**config.mk**
```make
export PLATFORM = sky130hd
export DESIGN_NAME = dram_rdseq
export DESIGN_NICKNAME = d
export VERILOG_FILES = /design/src/rtl/dram_rdseq_pkg.sv /design/src/rtl/dram_rdseq_timer.sv /design/src/rtl/dram_rdseq_ctrl.sv /design/src/rtl/dram_rdseq_amux.sv /design/src/rtl/dram_rdseq.sv
export SDC_FILE = /design/constraint.sdc
export NUM_CORES = 1
export LEC_CHECK = 0
export ABC_CLOCK_PERIOD_IN_PS = 3200
export BUFFER_PORTS_ARGS = -buffer_cell sky130_fd_sc_hd__buf_2
export CAP_MARGIN = 20
export CORE_MARGIN = 4
export CORE_UTILIZATION = 52
export DETAILED_ROUTE_END_ITERATION = 16
export MAX_ROUTING_LAYER = met4
export PLACE_DENSITY = 0.83
export SYNTH_ARGS = -nofsm -noshare
export SYNTH_HDL_FRONTEND = slang
export SYNTH_HIERARCHICAL = 1
export SYNTH_SLANG_ARGS = --single-unit
```
**constraint.sdc**
```tcl
create_clock -name clk -period 3.2 [get_ports clk]
set_clock_uncertainty 0.2 [all_clocks]
set_input_delay 0.32 -clock clk [delete_from_list [all_inputs] [get_ports clk]]
set_output_delay 0.32 -clock clk [all_outputs]
set_load 0.02 [all_outputs]
```
**src/rtl/dram_rdseq_pkg.sv**
```systemverilog
package dram_rdseq_pkg;
  typedef enum logic [3:0] {
    S_IDLE, S_PRE, S_ROWH, S_COLS, S_DA, S_WT, S_LAST, S_POST, S_IDLW, S_WRGO
  } seq_state_e;
endpackage

```
**src/rtl/dram_rdseq_timer.sv**
```systemverilog
module dram_rdseq_timer #(
  parameter int CNT_W = 4
) (
  input  logic             clk,
  input  logic             rst_n,
  input  logic             load_en,
  input  logic [CNT_W-1:0] load_val,
  output logic             cnt_zero
);
  logic [CNT_W-1:0] cnt_q, cnt_d;
  logic             cnt_en;

  assign cnt_zero = (cnt_q == '0);
  assign cnt_en   = load_en || !cnt_zero;

  always_comb begin
    if (load_en) cnt_d = load_val;
    else         cnt_d = cnt_q - CNT_W'(1);
  end

  always_ff @(posedge clk or negedge rst_n) begin
    if (!rst_n)      cnt_q <= '0;
    else if (cnt_en) cnt_q <= cnt_d;
  end
endmodule

```
**src/rtl/dram_rdseq_ctrl.sv**
```systemverilog
module dram_rdseq_ctrl
  import dram_rdseq_pkg::*;
#(
  parameter int WAIT_W = 2,
  parameter int IDLE_W = 2,
  parameter int CNT_W  = 4
) (
  input  logic              clk,
  input  logic              rst_n,
  input  logic              req_valid,
  input  logic              req_write,
  input  logic [WAIT_W-1:0] cfg_rp,
  input  logic [WAIT_W-1:0] cfg_rh,
  input  logic [WAIT_W-1:0] cfg_da,
  input  logic [IDLE_W-1:0] cfg_idle,
  input  logic              bus_wait,
  input  logic              cnt_zero,
  output logic              load_en,
  output logic [CNT_W-1:0]  load_val,
  output logic              accept,
  output seq_state_e        state_q
);
  seq_state_e        state_d;
  logic [WAIT_W-1:0] rh_q, rh_d, da_q, da_d;
  logic              last_rd_q, last_rd_d;
  seq_state_e        wait_pick;

  // Wait sample point: one more bus clock if bus_wait is high, else the last one.
  assign wait_pick = bus_wait ? S_WT : S_LAST;

  always_comb begin
    state_d   = state_q;
    rh_d      = rh_q;
    da_d      = da_q;
    last_rd_d = last_rd_q;
    load_en   = 1'b0;
    load_val  = '0;
    accept    = 1'b0;
    case (state_q)
      S_IDLE: if (req_valid) begin
        accept  = 1'b1;
        load_en = 1'b1;
        if (!req_write) begin
          state_d  = S_PRE;
          load_val = CNT_W'({cfg_rp, 1'b0});
          rh_d     = cfg_rh;
          da_d     = cfg_da;
        end else if (last_rd_q && (cfg_idle != '0)) begin
          state_d  = S_IDLW;
          load_val = CNT_W'({cfg_idle, 1'b0}) - CNT_W'(1);
        end else begin
          state_d  = S_WRGO;
        end
      end
      S_PRE: if (cnt_zero) begin
        state_d  = S_ROWH;
        load_en  = 1'b1;
        load_val = CNT_W'({rh_q, 1'b0});
      end
      S_ROWH: if (cnt_zero) begin
        state_d = S_COLS;
        load_en = 1'b1;
      end
      S_COLS: begin
        load_en = 1'b1;
        if (da_q != '0) begin
          state_d  = S_DA;
          load_val = CNT_W'({da_q, 1'b0}) - CNT_W'(1);
        end else begin
          state_d  = wait_pick;
          load_val = CNT_W'(1);
        end
      end
      S_DA, S_WT: if (cnt_zero) begin
        state_d  = wait_pick;
        load_en  = 1'b1;
        load_val = CNT_W'(1);
      end
      S_LAST: if (cnt_zero) begin
        state_d = S_POST;
        load_en = 1'b1;
      end
      S_POST: begin
        state_d   = S_IDLE;
        last_rd_d = 1'b1;
      end
      S_IDLW: if (cnt_zero) begin
        state_d = S_WRGO;
        load_en = 1'b1;
      end
      S_WRGO: begin
        state_d   = S_IDLE;
        last_rd_d = 1'b0;
      end
      default: state_d = S_IDLE;
    endcase
  end

  always_ff @(posedge clk or negedge rst_n) begin
    if (!rst_n) begin
      state_q   <= S_IDLE;
      rh_q      <= '0;
      da_q      <= '0;
      last_rd_q <= 1'b0;
    end else begin
      state_q   <= state_d;
      rh_q      <= rh_d;
      da_q      <= da_d;
      last_rd_q <= last_rd_d;
    end
  end
endmodule

```
**src/rtl/dram_rdseq_amux.sv**
```systemverilog
module dram_rdseq_amux #(
  parameter int MA_W = 10
) (
  input  logic              clk,
  input  logic              rst_n,
  input  logic              capture,
  input  logic [2*MA_W-1:0] req_addr,
  input  logic              col_sel,
  output logic [MA_W-1:0]   dram_addr
);
  logic [2*MA_W-1:0] addr_q;

  always_ff @(posedge clk or negedge rst_n) begin
    if (!rst_n)       addr_q <= '0;
    else if (capture) addr_q <= req_addr;
  end

  assign dram_addr = col_sel ? addr_q[MA_W-1:0] : addr_q[2*MA_W-1:MA_W];
endmodule

```
**src/rtl/dram_rdseq.sv**
```systemverilog
module dram_rdseq
  import dram_rdseq_pkg::*;
#(
  parameter int MA_W   = 10,
  parameter int WAIT_W = 2,
  parameter int IDLE_W = 2
) (
  input  logic              clk,
  input  logic              rst_n,
  input  logic              req_valid,
  input  logic              req_write,
  input  logic [2*MA_W-1:0] req_addr,
  input  logic [WAIT_W-1:0] cfg_rp,
  input  logic [WAIT_W-1:0] cfg_rh,
  input  logic [WAIT_W-1:0] cfg_da,
  input  logic [IDLE_W-1:0] cfg_idle,
  input  logic              bus_wait,
  output logic              ras_n,
  output logic              cas_n,
  output logic              oe_n,
  output logic              col_sel,
  output logic [MA_W-1:0]   dram_addr,
  output logic              cap_stb,
  output logic              done,
  output logic              wr_start
);
  localparam int CNT_W = ((WAIT_W > IDLE_W) ? WAIT_W : IDLE_W) + 2;

  seq_state_e       state_q;
  logic             load_en, accept, cnt_zero;
  logic [CNT_W-1:0] load_val;

  dram_rdseq_ctrl #(.WAIT_W(WAIT_W), .IDLE_W(IDLE_W), .CNT_W(CNT_W)) u_ctrl (
    .clk(clk), .rst_n(rst_n), .req_valid(req_valid), .req_write(req_write),
    .cfg_rp(cfg_rp), .cfg_rh(cfg_rh), .cfg_da(cfg_da), .cfg_idle(cfg_idle),
    .bus_wait(bus_wait), .cnt_zero(cnt_zero), .load_en(load_en),
    .load_val(load_val), .accept(accept), .state_q(state_q)
  );

  dram_rdseq_timer #(.CNT_W(CNT_W)) u_timer (
    .clk(clk), .rst_n(rst_n), .load_en(load_en), .load_val(load_val),
    .cnt_zero(cnt_zero)
  );

  dram_rdseq_amux #(.MA_W(MA_W)) u_amux (
    .clk(clk), .rst_n(rst_n), .capture(accept), .req_addr(req_addr),
    .col_sel(col_sel), .dram_addr(dram_addr)
  );

  always_comb begin
    ras_n = !(state_q inside {S_ROWH, S_COLS, S_DA, S_WT, S_LAST, S_POST});
    cas_n = !(state_q inside {S_DA, S_WT, S_LAST});
    oe_n  = !(state_q inside {S_DA, S_WT, S_LAST, S_POST});
    col_sel  = state_q inside {S_COLS, S_DA, S_WT, S_LAST, S_POST};
    cap_stb  = (state_q == S_LAST) && cnt_zero;
    done     = (state_q == S_POST);
    wr_start = (state_q == S_WRGO);
  end
endmodule

```
==> run metrics <==
status finished clean; DP Area between 0.002 and 0.0025 mm^2; CTS-repair resized insts 0; clock slew seen by the registers of the worst setup and hold paths 0.07 ns; Core ar. ~0.0034 mm^2; DR pass1 iterations 4; share of layout cells above drive strength 1 about 47%; Routed Antenna Nets 0; crit end category output port; clk root buf clkbuf_8; mux contribution to synthesized area 25.6%; Vias per Instance ~5.3; CTS tree done; global-route wire length before repair 5800 um; Reg2Reg Capture Point u_timer/cnt_q[3]; syn_nets 197; Routed WL roughly 3600 um; Worst Min Path Start req_addr[11]; warnings from Yosys 6; Setup CP Type flop to output port; mapped cell area approximately 0.0019 mm^2; Max Slew Vio Count 0; # hold bufs at CTS 1; vias in the first global route about 1300; VDD IR max approximately 0.64 mV; Max-cap violations 0; area grow syn2layout 20.1%; crit path cell chain a21oi_1, nor2_1, buf_4, mux2_2, buf_2; R2R Setup Slk a little over 0.8 ns; Critical Path RT 2.68 ns; min Tclk post-route approximately 2.4 ns; Fin. Hold Viols 0; Syn Inst Count approximately 160; Final nets between 200 and 250; total power between 0.002 and 0.003 W; DIE AREA roughly 0.0047 mm^2; Hold Crit Class primary input to flop; main combinational cell family by area after synthesis multiplexers; final instance area around 0.0023 mm^2; wire length per cell 13.8 um; starting density of the core between 50% and 60%; CP endpoint dram_addr[5]; Max-slew headroom about half; worst slew pin tran just over 0.7 ns; Setup TNS 0 ns; htree depth 2; Yosys top cell area share between 40% and 50%; Die Y 68.6 um; Synth area leaders dfrtp_1, mux2_4, mux2_2; crit path max-delay cell type dfrtp_1; most common cell after layout, fill and taps aside buf_2; Fmax between 400 and 500 MHz; Crit path arrival time ~1.9 ns; cts bufs inserted 5; RR Startpoint u_timer/cnt_q[0]; port bufs just under 50; Detailed Place HPWL between 2000 and 3000 um; cell area power density approximately 1100 mW/mm^2; largest net degree at the start of global routing 34; CP peak stage delay roughly 0.66 ns; grt ovf 0; most frequent cells in the layout buf_2, dfrtp_1, mux2_4, mux2_2, inv_1; # rows 21; crit-path max FO 18; Critical Path Start u_ctrl/state_q[1]; Compound-Gate Fraction of Synth Area 8.72%; clock buffer depth 2; final setup vio count 0; DRC errors left 0; Skew-Pair Late Insertion Delay 0.28 ns; cells on worst reg2reg path 9; vias 1378; LEAKAGE between 1 and 1.5 nW; clk sinks 33; # diodes 0; #FFs+latches synth 33; Syn Area/Cell about 12 um^2; number of I/O pins 50; Synth Area in Simple Gates between 10 and 15%; Yosys top cell by area dfrtp_1; xor and xnor area share after synthesis less than 1%; Netlist cell types 42; die width around 69 um; gp weighted congestion between 0.8 and 0.9; type of origin of the critical path flop; Starting DRT DRC Count 29; RSZ-0062 raised after global routing false; sequential area share after synthesis around 43%; Hold Slack between 0.06 and 0.07 ns; GRT Util Overall between 10% and 20%; setup bufs post-CTS 0; Synth Area in Adders 1.31%; fin crit share between 70% and 80%; initial antenna violation count 0
## cell type report
type / count / area (um^2)
Clock buffer: 7 / 86.3
Clock inverter: 1 / 30.0
Fill cell: 273 / 1150
Timing Repair Buffer: 54 / 285
Sequential cell: 33 / 826
Multi-Input combinational cell: 110 / 975
Tap cell: 46 / 57.6
Inverter: 9 / 33.8
## worst max-delay path: cells and delay by family, from the launching register on
family                 cells  cell delay (ns)
muxes                      1             0.35
DFF                        1             0.66
buffers and inverters      2             0.36
and+or+nand+nor            1             0.11
AOI/OAI and AO/OA          1             0.13
## metal layers
layer	wire, um	global-route usage, %	vias up	share of wire (%)
li1	-	-	678	-
met1	1550	21.6	655	43
met2	1800	26.7	40	50
met3	195	4.05	5	5.4
met4	51	7.20	0	1.4
met5	0	-	-	0
## flip-flops by register name (all words and copies together), names as in the netlist
name and count:
u_ctrl/rh_q 2, u_ctrl/da_q 2, u_ctrl/state_q 4, u_ctrl/last_rd_q 1, u_amux/addr_q 20, u_timer/cnt_q 4
## stage by stage
stage | util [%] | setup WS (ns) | cells
after floorplan | - | 0.691 | 162
after global placement | 63.0 | 0.912 | 251
after detailed placement | 63.0 | 0.837 | 251
after CTS | 66.6 | 0.772 | 260
after global routing | 66.6 | 0.679 | 260
final | 66.6 | 0.786 | 260
## worst min-delay path by stage
stage,slack [ns],endpoint,cells past startpoint
after detailed placement,0.21,u_ctrl/state_q[3],1
after global routing,0.06,u_amux/addr_q[7],2
final,0.07,u_amux/addr_q[11],2
after floorplan,-0.18,u_amux/addr_q[0],0
after CTS,0.06,u_amux/addr_q[11],2
after global placement,0.21,u_ctrl/da_q[1],1
## cells by family after synthesis
kind of cell / Yosys count
compound gates: 24
xor+xnor: 2
fa+ha+maj: 2
buf+inv: 19
flops: 33
mux: 37
other cells: 1
simple gates: 44
## power by group
part           total [W]  internal (W)  switching [W]
clock           0.000395      0.000254       0.000141
combinational    0.00135      0.000707       0.000639
sequential      0.000815      0.000632       0.000182
## cells in the mapped netlist, drive strengths merged
master and instances:
and2 1, a21oi 3, o21bai 1, mux2i 2, nand3b 1, o32a 1, a2111o 1, nand2 6
or2b 1, nor4b 1, clkbuf 2, a221o 3, nand3 3, nor2b 4, nor3 8, conb 1
nand2b 4, mux2 35, o21a 1, nor2 9, ha 2, a41oi 1, nor3b 4, buf 8
o21ai 8, a22oi 2, o22ai 1, nand4 2, dfrtp 33, xnor2 2, inv 9, a31oi 1
a2111oi 1
(Power assumes the default switching activity.)
